===== src/rtl/sertx_pkg.sv =====
package sertx_pkg;
  localparam int unsigned WORD_W  = 8;
  localparam int unsigned OS_FAST = 4;
  localparam int unsigned OS_SLOW = 16;
  localparam int unsigned FRAME_W = WORD_W + 3;

  typedef struct packed {
    logic              ninth;
    logic [WORD_W-1:0] data;
  } txw_t;
endpackage


===== src/rtl/sertx_baud.sv =====
module sertx_baud #(
  parameter int unsigned DIV_W = 16
) (
  input  logic               clk,
  input  logic               rst_n,
  input  logic               en,
  input  logic               wide,
  input  logic [DIV_W/2-1:0] div_lo,
  input  logic [DIV_W/2-1:0] div_hi,
  output logic               tick
);
  localparam int unsigned HALF = DIV_W / 2;

  logic [DIV_W-1:0] cnt_q;
  logic [DIV_W-1:0] div_val;

  // Narrow mode ignores the upper half entirely.
  always_comb div_val = wide ? {div_hi, div_lo} : {{HALF{1'b0}}, div_lo};

  assign tick = en && (cnt_q == '0);

  always_ff @(posedge clk) begin
    if (!rst_n)              cnt_q <= '0;
    else if (!en || tick)    cnt_q <= div_val;
    else                     cnt_q <= cnt_q - 1'b1;
  end
endmodule


===== src/rtl/sertx_hold.sv =====
module sertx_hold
  import sertx_pkg::*;
(
  input  logic              clk,
  input  logic              rst_n,
  input  logic              en,
  input  logic              in_valid,
  input  logic [WORD_W-1:0] in_data,
  input  logic              in_bit9,
  input  logic              take,
  output logic              in_ready,
  output logic              full,
  output txw_t              word
);
  logic full_q;

  assign in_ready = en && !full_q;
  assign full     = full_q;

  always_ff @(posedge clk) begin
    if (!rst_n) begin
      full_q <= 1'b0;
      word   <= '0;
    end else if (!en) begin
      full_q <= 1'b0;
    end else if (in_valid && in_ready) begin
      full_q     <= 1'b1;
      word.data  <= in_data;
      word.ninth <= in_bit9;
    end else if (take) begin
      full_q <= 1'b0;
    end
  end
endmodule


===== src/rtl/sertx_shift.sv =====
module sertx_shift
  import sertx_pkg::*;
(
  input  logic clk,
  input  logic rst_n,
  input  logic en,
  input  logic tick,
  input  logic fast,
  input  logic nine,
  input  logic full,
  input  txw_t word,
  output logic take,
  output logic busy,
  output logic txd
);
  localparam int unsigned BCW = $clog2(FRAME_W + 1);
  localparam int unsigned SCW = $clog2(OS_SLOW);

  logic               busy_q;
  logic [FRAME_W-1:0] sh_q;
  logic [BCW-1:0]     left_q;
  logic [SCW-1:0]     sub_q;
  logic               last_sub;

  assign take = en && tick && full && !busy_q;
  assign busy = busy_q;
  assign txd  = busy_q ? sh_q[0] : 1'b1;

  always_comb
    last_sub = fast ? (sub_q == SCW'(OS_FAST - 1)) : (sub_q == SCW'(OS_SLOW - 1));

  always_ff @(posedge clk) begin
    if (!rst_n) begin
      busy_q <= 1'b0;
      sh_q   <= '1;
      left_q <= '0;
      sub_q  <= '0;
    end else if (!en) begin
      busy_q <= 1'b0;
      sh_q   <= '1;
      left_q <= '0;
      sub_q  <= '0;
    end else if (take) begin
      busy_q <= 1'b1;
      sh_q   <= {1'b1, (nine ? word.ninth : 1'b1), word.data, 1'b0};
      left_q <= nine ? BCW'(FRAME_W) : BCW'(FRAME_W - 1);
      sub_q  <= '0;
    end else if (busy_q && tick) begin
      if (last_sub) begin
        sub_q  <= '0;
        sh_q   <= {1'b1, sh_q[FRAME_W-1:1]};
        left_q <= left_q - 1'b1;
        if (left_q == BCW'(1)) busy_q <= 1'b0;
      end else begin
        sub_q <= sub_q + 1'b1;
      end
    end
  end
endmodule


===== src/rtl/serial_tx.sv =====
module serial_tx
  import sertx_pkg::*;
#(
  parameter int unsigned DIV_W = 16
) (
  input  logic               clk,
  input  logic               rst_n,
  input  logic               en,
  input  logic               hs_mode,
  input  logic               wide_div,
  input  logic [DIV_W/2-1:0] div_lo,
  input  logic [DIV_W/2-1:0] div_hi,
  input  logic               nine_mode,
  input  logic               in_valid,
  output logic               in_ready,
  input  logic [WORD_W-1:0]  in_data,
  input  logic               in_bit9,
  output logic               buf_empty,
  output logic               shift_empty,
  output logic               txd
);
  logic tick, take, full, busy;
  txw_t word;

  sertx_baud #(.DIV_W(DIV_W)) u_baud (
    .clk(clk), .rst_n(rst_n), .en(en), .wide(wide_div),
    .div_lo(div_lo), .div_hi(div_hi), .tick(tick)
  );

  sertx_hold u_hold (
    .clk(clk), .rst_n(rst_n), .en(en), .in_valid(in_valid),
    .in_data(in_data), .in_bit9(in_bit9), .take(take),
    .in_ready(in_ready), .full(full), .word(word)
  );

  sertx_shift u_shift (
    .clk(clk), .rst_n(rst_n), .en(en), .tick(tick), .fast(hs_mode),
    .nine(nine_mode), .full(full), .word(word), .take(take),
    .busy(busy), .txd(txd)
  );

  assign buf_empty   = in_ready;
  assign shift_empty = !busy;
endmodule


===== config.mk =====
export PLATFORM = sky130hd
export DESIGN_NAME = serial_tx
export DESIGN_NICKNAME = d
export VERILOG_FILES = /design/src/rtl/sertx_pkg.sv /design/src/rtl/sertx_baud.sv /design/src/rtl/sertx_hold.sv /design/src/rtl/sertx_shift.sv /design/src/rtl/serial_tx.sv
export SDC_FILE = /design/constraint.sdc
export NUM_CORES = 1
export LEC_CHECK = 0
export ABC_AREA = 1
export BUFFER_PORTS_ARGS = -buffer_cell sky130_fd_sc_hd__buf_2
export CAP_MARGIN = 20
export CORE_MARGIN = 2
export CORE_UTILIZATION = 45
export DETAILED_ROUTE_END_ITERATION = 7
export GPL_TIMING_DRIVEN = 0
export PLACE_DENSITY = 0.76
export SETUP_SLACK_MARGIN = 0.02
export SYNTH_ARGS = -nofsm -noshare
export SYNTH_HDL_FRONTEND = slang
export SYNTH_SLANG_ARGS = --single-unit

===== constraint.sdc =====
create_clock -name clk -period 2.6 [get_ports clk]
set_clock_uncertainty 0.2 [all_clocks]
set_input_delay 0.52 -clock clk [delete_from_list [all_inputs] [get_ports clk]]
set_output_delay 0.52 -clock clk [all_outputs]
set_load 0.02 [all_outputs]

### Word level (Yosys, flattened, before mapping)

Index checks and enable logic that the tools add are counted.

* add/subtract/negate cells: 3
* eq/ne operators: 3
* mux-type cells: 19
* bitwise operators: 2
* reduce and logical (&&, ||, !) cells: 21

Operator list (number)
* two-way mux 16 bit: 2
* two-way mux 10 bit: 3
* logical NOT 16 bit: 1
* two-way mux 4 bit: 4
* subtractor 16 x 1 -> 16 bit (second input constant): 1
* two-way mux 1 bit: 10
* nonzero test 2 bit: 4
* logical AND 1 bit: 7
* AND reduction 2 bit: 3
* adder 4 x 1 -> 4 bit (second input constant): 1
* == test 4 x 1 -> 1 bit (second input constant): 1
* == test 4 x 2 -> 1 bit (second input constant): 1
* == test 4 bit (second input constant): 1
* subtractor 4 x 1 -> 4 bit (second input constant): 1
* logical NOT 1 bit: 3
* AND reduction 3 bit: 1
* OR reduction 3 bit: 1
* NOT 1 bit: 2
* logical OR 1 bit: 1

* bits in registers: 45
* input port bits: 32
* output and inout port bits: 4
* logic and storage cells: 56

### Logic depth before layout (Yosys ltp)

* word-level depth: 7
* mapped depth: 12
* depth with buffers taken out: 11

### Modules after synthesis

Synthesis repeated with hierarchy kept, for this count alone.

* cell total of the unflattened synthesis: 375
* area, all modules: 2492.4 um2

Modules (own cells, without submodules)
* sertx_baud: instances 1, cells an instance 162, area an instance 1041.0 um2
* sertx_shift: instances 1, cells an instance 147, area an instance 1008.5 um2
* sertx_hold: instances 1, cells an instance 64, area an instance 431.7 um2
* serial_tx: instances 1, cells an instance 2, area an instance 11.3 um2

### Worst setup path after synthesis

No wires, ideal clock.

* path kind: input to output
* start point: input port en
* end point: output port in_ready
* data arrival time: 1.112 ns
* slack: 0.768 ns
* cell stages on the path: 3
* path buffers: 1
* path through: inv_2 -> nor2_2 -> buf_4

* cells in the longest elaborated chain, start to end: 1

Ends and longest elaborated chain
* from (decl): line serial_tx.sv:8 `input logic en,`
* logical AND 1 bit: line sertx_hold.sv:17 `assign in_ready = en && !full_q;`
* to (decl): line serial_tx.sv:15 `output logic in_ready,`

No other way between the ends.

### Final worst setup path

Ends and elaborated chain as after synthesis.

==> metrics.cfg <==
[placed_design]
numPortBuffers=35
place_area_um2=2540
place.gp.congestion=0.841
hpwl_mm=3.60

[final_layout]
syn2layout_area_growth_pct=16.5
layout-drive-gt1-share=0.200
antenna_cells=0
final_area_um2=2650
nNetsFinal=391
fillers=487

[die]
die_w_um=75.1
start_util=0.476
coreArea_um2=4790
die_h_um=75.1
die_area_um2=5650
ios=36
rows=25

[timing]
hold_violations=0
relSlewSlack=0.655
fmax_mhz=479
fin_tns_setup_ps=0
worst_pin_slew_ps=518
report.final.slew_viol_count=0
period_share=0.802
setup_viol=0
period_needed_ps=2090
rsz0062_at_grt=false

[critical_path]
end_kind=output pin
crit_slowest_cell=nor2_2
cp_common_cell=buf_2
crit_type=input port to output pin
cp.arrival_ps=1370
cp_cell_sequence=buf_2, inv_2, nor2_2, buf_4, buf_2
worst-path-buf-inv=4
cp_max_fo=9
critPathMaxStageDelay_ps=280
required_ps=1880
cp-start-kind=input port
cp_top_family=buffers and inverters

[grt]
grt_usage=0.191
grt.overflow.total=0
grt_max_degree=14
grt_pass1_wl_mm=8.32
grt_pass1_vias=1920
antenna_found_initial=0

[detailed_routing]
wirelength_mm=4.86
drt-pass1-iter-count=4
drtAntennaViolNets=0
drt-initial-drc-count=79
post_drt_wl_per_cell_um=11.5
num_vias=2135
drcViolationCount=0
routed_via_density=5.06

[clock_network]
clkTransAtPathRegs_ps=80
cts_max_path_buffers=2
cts_setup_buffers=0
clock_tree.htree_level_count=2
cts_tree=built
root_buffer=clkbuf_8
numCtsBuffers=5
hold_buffers=0
clock_sinks=45
post_cts_resized=0
clk_latency_ps=300

[synthesis]
synth-edff-count=0
ys_seq_area_frac=0.396
synth-xor-area-share=0.0308
avgSynthCellArea_um2=7.30
synth_compound_gate_area_share=0.173
muxShareOfSynthArea=0
yosysWarnings=0
synthAdderAreaFrac=0.0275
async_flop_share=0
synth-main-ff-cell=dfxtp_1
synth_top_cell_by_area=dfxtp_1
synthCells=312
synth_top_family_by_area=simple AND/OR/NAND/NOR gates
syn_nets=349
yosys.area_share.simple=0.290
synthTopCellsByCount=58 x nand2_1, 45 x dfxtp_1, 40 x a21oi_1
yosys.cell_count.top_type=nand2_1
synthTopCellsByArea=dfxtp_1 40%, nand2_1 9.6%, a21oi_1 8.8%
yosysTopAreaCellShare=0.396
synth.distinct_cells=29
syn-cell-area_um2=2280
ys_seq_elements=45

[worst_hold_path]
hold_path.class=flip-flop to flip-flop

[power_and_ir_drop]
ir_worst_vdd_mv=0.320
p_per_area_nw_per_um2=577
power.leakage_uw=0.00115

[outcome]
outcome=finished clean

[job]
maxCapViolCount=0

## report_power, final
group	leakage [µW]	total (µW)	switching, µW	internal [µW]
Clock	0.0000585	552	238	313
Combinational	0.000722	238	146	92.0
Sequential	0.000368	742	22.2	720
Total	0.00115	1530	406	1130
## cell families after synthesis
| family | after synthesis |
|---|---|
| flip-flops | 45 |
| AND/OR/NAND/NOR | 138 |
| adder cells (fa/ha/maj) | 5 |
| AO/OA/AOI/OAI | 74 |
| XOR/XNOR | 8 |
| buffers and inverters | 42 |
## sequential cells by signal, summed over array words and instances, names as in the netlist
register / flops
u_baud.cnt_q: 16
u_shift.sh_q: 10
u_hold.word: 9
u_shift.left_q: 4
u_shift.sub_q: 4
u_hold.full: 1
u_shift.busy: 1
## per-layer routing
layer,track usage,vias to the layer above,part of all wire
li1,-,1114,-
met1,0.256,970,0.48
met2,0.307,45,0.46
met3,0.0348,6,0.044
met4,0.0721,0,0.015
met5,0,-,0
## worst register-to-register path, cell delays in order, from the launching register on
cell and delay [ps]:
dfxtp_1 320, inv_1 120, ha_1 210, nand2_1 70, nor2_2 180, nand2_2 120, nor2_4 110, nand2_2 150
buf_4 220, nand3_1 90, o211ai_1 90
## worst paths after layout
kind / startpoint / end / slack, ps / cells past startpoint
hold reg to reg: u_baud.cnt_q[0]$_SDFF_PN0_ / u_baud.cnt_q[0]$_SDFF_PN0_ / 240 / 1
hold / removal: u_baud.cnt_q[0]$_SDFF_PN0_ / u_baud.cnt_q[0]$_SDFF_PN0_ / 240 / 1
setup / recovery: en / in_ready / 510 / 5
setup reg to reg: u_baud.cnt_q[0]$_SDFF_PN0_ / u_shift.sh_q[5]$_SDFFE_PN1P_ / 600 / 10
## placed cells by master, fill, tap and decap left out, drive strengths merged
cell type   n
or2         1
buf        41
nand3      31
dfxtp      45
o21bai      2
nor3        6
xnor2       2
o21ai      24
inv        33
o22ai       1
nand4       3
o211ai      6
nand3b      1
ha          5
nor2       32
xor2        6
nand2      64
a31oi       1
a21oi      40
bufinv      1
clkbuf     10
## cell type report
type / count / area (µm²) / share of cell area
Sequential cell: 45 / 901 / 0.340
Clock buffer: 7 / 86.3 / 0.0325
Inverter: 33 / 124 / 0.0467
Timing Repair Buffer: 35 / 175 / 0.0660
Clock inverter: 1 / 30.0 / 0.0113
Multi-Input combinational cell: 225 / 1180 / 0.447
Tap cell: 67 / 83.8 / 0.0316
Buffer: 9 / 67.6 / 0.0255
## through the flow
stage          utilization  hold slack [ps]  power [µW]  setup WS [ps]  cells
2_1_floorplan            -              206         927            768    312
4_1_cts              0.554              239        1540            513    422
3_3_place_gp         0.530              219         988            531    414
5_1_grt              0.554              268        1600            452    422
3_5_place_dp         0.530              227         994            523    414
6_report             0.554              237        1530            514    422
Note: power is estimated with default switching activity, not from simulation.
